`src/rtl/bm_pkg.sv`:
```
package bm_pkg;
  typedef enum logic [2:0] {
    ST_IDLE,
    ST_WAIT_LOW,
    ST_WAIT_RISE,
    ST_MAKE,
    ST_BREAK,
    ST_DONE
  } bm_state_e;
endpackage

```
`src/rtl/bm_sync.sv`:
```
module bm_sync #(
  parameter int STAGES = 2
) (
  input  logic clk_i,
  input  logic rst_ni,
  input  logic d_i,
  output logic q_o
);
  logic [STAGES-1:0] q;

  always_ff @(posedge clk_i or negedge rst_ni) begin
    if (!rst_ni) q[0] <= 1'b0;
    else         q[0] <= d_i;
  end

  for (genvar i = 1; i < STAGES; i++) begin : g_stage
    always_ff @(posedge clk_i or negedge rst_ni) begin
      if (!rst_ni) q[i] <= 1'b0;
      else         q[i] <= q[i-1];
    end
  end

  assign q_o = q[STAGES-1];
endmodule

```
`src/rtl/bm_span_counter.sv`:
```
module bm_span_counter #(
  parameter int LIMIT = 100000,
  parameter int CNT_W = $clog2(LIMIT + 1)
) (
  input  logic             clk_i,
  input  logic             rst_ni,
  input  logic             load_i,
  input  logic             inc_i,
  output logic [CNT_W-1:0] cnt_o,
  output logic             at_limit_o
);
  localparam logic [CNT_W-1:0] LimitV = CNT_W'(LIMIT);

  logic [CNT_W-1:0] cnt_q;

  always_ff @(posedge clk_i or negedge rst_ni) begin
    if (!rst_ni)                      cnt_q <= '0;
    else if (load_i)                  cnt_q <= CNT_W'(1);
    else if (inc_i && cnt_q != LimitV) cnt_q <= cnt_q + 1'b1;
  end

  assign cnt_o      = cnt_q;
  assign at_limit_o = (cnt_q == LimitV);


  cnt_sat_chk: assert property (@(posedge clk_i) disable iff (!rst_ni)
    cnt_q == LimitV && !load_i |=> cnt_q == LimitV);
endmodule

```
`src/rtl/bm_ctrl.sv`:
```
module bm_ctrl
  import bm_pkg::*;
#(
  parameter int LIMIT = 100000,
  parameter int CNT_W = $clog2(LIMIT + 1)
) (
  input  logic             clk_i,
  input  logic             rst_ni,
  input  logic             arm_i,
  input  logic             s_i,
  input  logic [CNT_W-1:0] cnt_i,
  input  logic             at_limit_i,
  output logic             load_o,
  output logic             inc_o,
  output logic [CNT_W-1:0] span_o,
  output logic             done_o,
  output logic             no_bounce_o
);
  bm_state_e        st_q, st_d;
  logic [CNT_W-1:0] span_q, fin_span;
  logic             done_q, nb_q, fin, fin_nb;

  always_comb begin
    st_d     = st_q;
    load_o   = 1'b0;
    inc_o    = 1'b0;
    fin      = 1'b0;
    fin_nb   = 1'b0;
    fin_span = '0;
    unique case (st_q)
      ST_WAIT_LOW:  if (!s_i) st_d = ST_WAIT_RISE;
      ST_WAIT_RISE: if (s_i) begin
        st_d   = ST_MAKE;
        load_o = 1'b1;
      end
      ST_MAKE: begin
        if (!s_i) begin
          st_d  = ST_BREAK;
          inc_o = 1'b1;
        end else if (at_limit_i) begin
          st_d   = ST_DONE;
          fin    = 1'b1;
          fin_nb = 1'b1;
        end else begin
          inc_o = 1'b1;
        end
      end
      ST_BREAK: begin
        if (s_i || at_limit_i) begin
          // remake, or break outlasted the window: counter is already saturated
          st_d     = ST_DONE;
          fin      = 1'b1;
          fin_span = cnt_i;
        end else begin
          inc_o = 1'b1;
        end
      end
      default: ;
    endcase
    if (arm_i) begin
      st_d   = ST_WAIT_LOW;
      load_o = 1'b0;
      inc_o  = 1'b0;
      fin    = 1'b0;
    end
  end

  always_ff @(posedge clk_i or negedge rst_ni) begin
    if (!rst_ni) begin
      st_q   <= ST_IDLE;
      done_q <= 1'b0;
      nb_q   <= 1'b0;
      span_q <= '0;
    end else begin
      st_q <= st_d;
      if (arm_i) begin
        done_q <= 1'b0;
        nb_q   <= 1'b0;
        span_q <= '0;
      end else if (fin) begin
        done_q <= 1'b1;
        nb_q   <= fin_nb;
        span_q <= fin_span;
      end
    end
  end

  assign span_o      = span_q;
  assign done_o      = done_q;
  assign no_bounce_o = nb_q;


  hold_result_chk: assert property (@(posedge clk_i) disable iff (!rst_ni)
    done_q && !arm_i |=> done_q && $stable(span_q) && $stable(nb_q));

  nb_zero_chk: assert property (@(posedge clk_i) disable iff (!rst_ni)
    nb_q |-> done_q && span_q == '0);

  arm_clear_chk: assert property (@(posedge clk_i) disable iff (!rst_ni)
    arm_i |=> !done_q && !nb_q && span_q == '0);

  span_max_chk: assert property (@(posedge clk_i) disable iff (!rst_ni)
    span_q <= CNT_W'(LIMIT));

  done_src_chk: assert property (@(posedge clk_i) disable iff (!rst_ni)
    $rose(done_q) |-> $past(st_q) == ST_MAKE || $past(st_q) == ST_BREAK);
endmodule

```
`src/rtl/bounce_meter.sv`:
```
module bounce_meter #(
  parameter int TIMEOUT_CYC = 100000,
  parameter int SYNC_STAGES = 2,
  parameter int CNT_W       = $clog2(TIMEOUT_CYC + 1)
) (
  input  logic             clk_i,
  input  logic             rst_ni,
  input  logic             arm_i,
  input  logic             sw_i,
  output logic [CNT_W-1:0] span_o,
  output logic             done_o,
  output logic             no_bounce_o
);
  logic             sw_s, load, inc, at_limit;
  logic [CNT_W-1:0] cnt;

  bm_sync #(.STAGES(SYNC_STAGES)) u_sync (
    .clk_i, .rst_ni, .d_i(sw_i), .q_o(sw_s)
  );

  bm_span_counter #(.LIMIT(TIMEOUT_CYC), .CNT_W(CNT_W)) u_cnt (
    .clk_i, .rst_ni, .load_i(load), .inc_i(inc), .cnt_o(cnt), .at_limit_o(at_limit)
  );

  bm_ctrl #(.LIMIT(TIMEOUT_CYC), .CNT_W(CNT_W)) u_ctrl (
    .clk_i, .rst_ni, .arm_i, .s_i(sw_s), .cnt_i(cnt), .at_limit_i(at_limit),
    .load_o(load), .inc_o(inc), .span_o, .done_o, .no_bounce_o
  );


  reset_idle_chk: assert property (@(posedge clk_i) disable iff (!rst_ni)
    $rose(rst_ni) |-> !done_o && !no_bounce_o);
endmodule

```
`config.mk`:
```
export PLATFORM = sky130hd
export DESIGN_NAME = bounce_meter
export DESIGN_NICKNAME = d
export VERILOG_FILES = /design/src/rtl/bm_pkg.sv /design/src/rtl/bm_sync.sv /design/src/rtl/bm_span_counter.sv /design/src/rtl/bm_ctrl.sv /design/src/rtl/bounce_meter.sv
export SDC_FILE = /design/constraint.sdc
export NUM_CORES = 1
export LEC_CHECK = 0
export BUFFER_PORTS_ARGS = -buffer_cell sky130_fd_sc_hd__buf_2
export CORE_AREA = 2 2 65 67
export DETAILED_ROUTE_END_ITERATION = 16
export DIE_AREA = 0 0 67 69
export PLACE_DENSITY = 0.77
export SYNTH_ARGS = -nofsm -noshare
export SYNTH_HDL_FRONTEND = slang
export SYNTH_SLANG_ARGS = --single-unit
```
`constraint.sdc`:
```
create_clock -name clk_i -period 2.67 [get_ports clk_i]
set_input_delay 0.534 -clock clk_i [delete_from_list [all_inputs] [get_ports clk_i]]
set_output_delay 0.534 -clock clk_i [all_outputs]
set_load 0.05 [all_outputs]
```
==> results.md <==
- Of the cells placed in the final design, the portion with a size suffix greater than 1 is 0.175.
- The number of sinks driven by the clock tree is 41.
- The final max-slew violation count is 0.
- The clock-pin slew of the registers on the worst-case setup and hold paths is 0.08 ns.
- The number of buffers created by CTS is 5.
- In this run, the number of DRC markers left after iteration 0 of detailed routing was 90.
- The startpoint of the most critical register-to-register path is u_cnt.cnt_o[6]$_DFFE_PN0P_.
- The proportion of power drawn by the clock network is 0.352.
- Of the synthesized area, sequential elements account for 0.467.
- The multi-input combinational cells in the finished layout cover a total of 1000 um2.
- The worst-case IR drop observed on VDD is 0.438 mV.
- The tightest min-delay check is of the in2reg type.
- The number of failing setup endpoints in the final timing report is 0.
- The routed layout has 1810 vias.
- The number of hold-repair buffers added at the cts stage is 0.
- The worst hold path terminates at u_sync.q[0]$_DFF_PN0_.
- The endpoint identified for the worst register-to-register timing path is u_ctrl.span_o[1]$_DFFE_PN0P_.
- The placer congestion estimate is 0.871.
- The total wire length after detailed routing is 4.67 mm.
- The fraction of power consumed by combinational cells is 0.142.
- The share of synthesized area in the top cell type comes to 0.467.
- The final period utilization is 0.844.
- In the final layout, flip-flops and latches occupy 1030 um2.
- In the post-synthesis netlist, the biggest area contributors are sky130_fd_sc_hd__dfrtp_1 47%, sky130_fd_sc_hd__o41ai_1 6.8%, sky130_fd_sc_hd__nand4_1 5.7%.
- The clock tree from TritonCTS is done.
- The count of max-cap constraint violations is 0.
- The starting utilization of the core area is 0.561.
- In the global route stage, overall resource usage came out at 0.221.
- The worst-margin pin slew is 0.899 ns.
- In this run the worst path has a maximum fanout of 19.
- The count of buffers added on input and output ports is 22.
- The global route total overflow is 0.
- The count of cells along the worst hold path is 1.
- The synthesized netlist net count is 233.
- Once detail routing completed, the nets flagged for antenna violations numbered 0.
- The full die area is 4620 um2.
- In this run, synthesis inferred 0 flip-flops with an integrated enable.
- During synthesis, Yosys emitted a total of 0 warnings.
- In this run the count of I/O pins placed on the die edge is 23.
- The most common cell in the synthesized netlist is sky130_fd_sc_hd__dfrtp_1.
- After floorplanning, the core was divided into 23 placement rows.
- The die extent in y is 69 um.
- The number of setup buffers added after CTS is 0.
- The via count of the first global-routing pass came to 1584.
- Fill cells in the final layout number 321.
- 0 antenna diodes ended up in the layout.
- The power consumption is 1.46 mW.
- Entering global routing, the biggest net connects 42 pins.
- On the final layout, the worst clock skew is 0.00694 ns.
- Sorting the synthesized cells by how often they occur yields 41 x sky130_fd_sc_hd__dfrtp_1, 21 x sky130_fd_sc_hd__inv_1, 20 x sky130_fd_sc_hd__nand4_1.
- The most common flop cell mapped by yosys is sky130_fd_sc_hd__dfrtp_1.
- Data on the critical path arrives at its endpoint at 2.41 ns.
- The number of antenna violations at the first check in global routing was 0.
- The average vias per placed instance is 6.11.
- The maximum level of the CTS H-tree is 2.
- The power density over the cells is 594 nW/um2.
- Of the total power, the share spent switching nets is 0.280.
- The floorplan die width is 67 um.
- The average detailed-routed wire length per instance is 15.8 um.
- The number of synthesized register bits is 41.
- The later-pin clock latency in the skew report is 0.29 ns.
- The depth of the worst register-to-register path is 5.
- The launching element type of the critical path is a flip-flop.
- For this run, asynchronously set or reset flops after synthesis account for 1.00.
- The largest area contributor in the netlist is sky130_fd_sc_hd__dfrtp_1.
- The number of distinct library cells after synthesis is 36.
- The synthesized cell area is 2200 um2.
- The clock passes through at most 2 buffers.
- The placeable core region is 3910 um2.
- Data on the critical path is required at its endpoint by 2.83 ns.
- The worst pin sits at a relative slew slack of 0.400.
- The run finished with clean final reports.
- The number of remaining DRC errors is 0.
- The leakage power figure is 1.09 nW.
- The signed area change from the synthesized netlist to the final layout is 11.8%.
- In the final timing run, aggregate negative setup slack is 0 ns.
- Of the total power, registers draw 0.506.
- STA classifies the critical path endpoint as a flip-flop.
- The cell at the root of the clock tree is sky130_fd_sc_hd__clkbuf_8.
- For this run, the detailed router's first-pass iteration total came to 4.
- The critical path start-end classification is reg2reg.
- The setup check on the worst reg-to-reg path leaves a slack of 0.42 ns.
- The worst hold slack is 0.342 ns.
- The wire-length estimate of the detail-placed layout is 3.18 mm.
- The final-report hold violation count is 0.
- The post-synthesis area per instance is 9.68 um2.
- The total net switching power is 0.409 mW.
- The number of gates resized after CTS is 0.
- The total internal power is 1.05 mW.
- Setup repair after global routing left no endpoint under its margin.
- The final layout net count is 251.
- The startpoint of the worst hold path is sw_i.
- The final period demand of the worst path is 2.25 ns.
- Synthesis handed over a netlist of 227 instances.
- The first-pass GRT wire length is 7.92 mm.
- Derived from the worst setup path, the maximum achievable clock frequency is 0.444 GHz.
-- kinds of logic (layout without fill, tap and decap cells) --
group                    Yosys count  count (layout)  share of synthesized area
buffers and inverters             40              59                     0.0763
AND/OR/NAND/NOR                   90              90                      0.251
AO/OA/AOI/OAI                     47              47                      0.163
flip-flops                        41              41                      0.467
adder cells (fa/ha/maj)            2               2                     0.0114
multiplexers                       7               7                     0.0319
-- per-stage QoR --
step	utilization	worst slack [ns]	cells	cell area, um2
after global placement	0.598	0.478	288	2340
after floorplan	-	0.534	227	2200
after global routing	0.628	0.340	296	2460
after detailed placement	0.598	0.447	288	2340
after CTS	0.628	0.429	296	2460
final	0.628	0.416	296	2460
-- critical path: stages, from the launching register on --
cell,delay [ns]
sky130_fd_sc_hd__dfrtp_1,0.44
sky130_fd_sc_hd__or4b_4,0.57
sky130_fd_sc_hd__or4_4,0.62
sky130_fd_sc_hd__nor3_4,0.14
sky130_fd_sc_hd__buf_4,0.25
sky130_fd_sc_hd__o41ai_1,0.09
-- final cells by class --
cell class,count,area share
Clock buffer,7,0.0351
Clock inverter,1,0.0122
Inverter,21,0.0321
Multi-Input combinational cell,146,0.408
Sequential cell,41,0.418
Tap cell,50,0.0255
Timing Repair Buffer,30,0.0692
-- routing by layer --
metal  global-route usage  up-vias  part of all wire
li1                     -      888                 -
met4               0.0748        0             0.013
met3               0.0506        7             0.051
met2                0.310       48              0.45
met1                0.334      867              0.49
met5                    0        -                 0
-- worst max-delay path by stage --
stage / startpoint / endpoint / slack, ns / cells past startpoint
floorplan: u_cnt.cnt_o[6]$_DFFE_PN0P_ / u_ctrl.span_o[10]$_DFFE_PN0P_ / 0.53 / 5
global placement: u_cnt.cnt_o[4]$_DFFE_PN0P_ / u_ctrl.span_o[1]$_DFFE_PN0P_ / 0.48 / 5
detailed placement: u_cnt.cnt_o[6]$_DFFE_PN0P_ / u_ctrl.span_o[14]$_DFFE_PN0P_ / 0.45 / 5
CTS: u_cnt.cnt_o[4]$_DFFE_PN0P_ / u_ctrl.span_o[14]$_DFFE_PN0P_ / 0.43 / 5
global route: u_cnt.cnt_o[4]$_DFFE_PN0P_ / u_ctrl.span_o[14]$_DFFE_PN0P_ / 0.34 / 5
finish: u_cnt.cnt_o[6]$_DFFE_PN0P_ / u_ctrl.span_o[1]$_DFFE_PN0P_ / 0.42 / 5
-- state kept, by name, summed over array words and instances (netlist names) --
| name | count |
|---|---|
| u_sync.q | 1 |
| u_ctrl.st_q | 3 |
| u_ctrl.span_o | 17 |
| u_sync.q_o | 1 |
| u_ctrl.done_o | 1 |
| u_cnt.cnt_o | 17 |
| u_ctrl.no_bounce_o | 1 |
-- cell usage in the layout (no fill, tap or decap), types with 2 or more instances in the layout --
cell                        n
sky130_fd_sc_hd__a21oi_1   14
sky130_fd_sc_hd__and2_1     4
sky130_fd_sc_hd__and3_1     4
sky130_fd_sc_hd__and4_1     2
sky130_fd_sc_hd__buf_2     22
sky130_fd_sc_hd__buf_4      8
sky130_fd_sc_hd__clkbuf_8   6
sky130_fd_sc_hd__dfrtp_1   41
sky130_fd_sc_hd__ha_1       2
sky130_fd_sc_hd__inv_1     21
sky130_fd_sc_hd__mux2i_1    7
sky130_fd_sc_hd__nand2_1   18
sky130_fd_sc_hd__nand2b_1   5
sky130_fd_sc_hd__nand3_1    9
sky130_fd_sc_hd__nand4_1   20
sky130_fd_sc_hd__nor2_1     5
sky130_fd_sc_hd__nor3_1     2
sky130_fd_sc_hd__nor4_1     2
sky130_fd_sc_hd__o21ai_1    4
sky130_fd_sc_hd__o31ai_1    7
sky130_fd_sc_hd__o41ai_1   17
sky130_fd_sc_hd__or3_1      2
sky130_fd_sc_hd__or4_1      9
sky130_fd_sc_hd__or4b_4     2
-- power by group through the flow --
| stage | logic [mW] | clock network (mW) | registers (mW) |
|---|---|---|---|
| after CTS | 0.208 | 0.522 | 0.737 |
| after detailed placement | 0.206 | 0 | 0.748 |
| after global placement | 0.201 | 0 | 0.749 |
| after floorplan | 0.150 | 0 | 0.724 |
| final | 0.207 | 0.514 | 0.738 |
| after global routing | 0.233 | 0.556 | 0.750 |
Power figures use the tool's default switching activity.
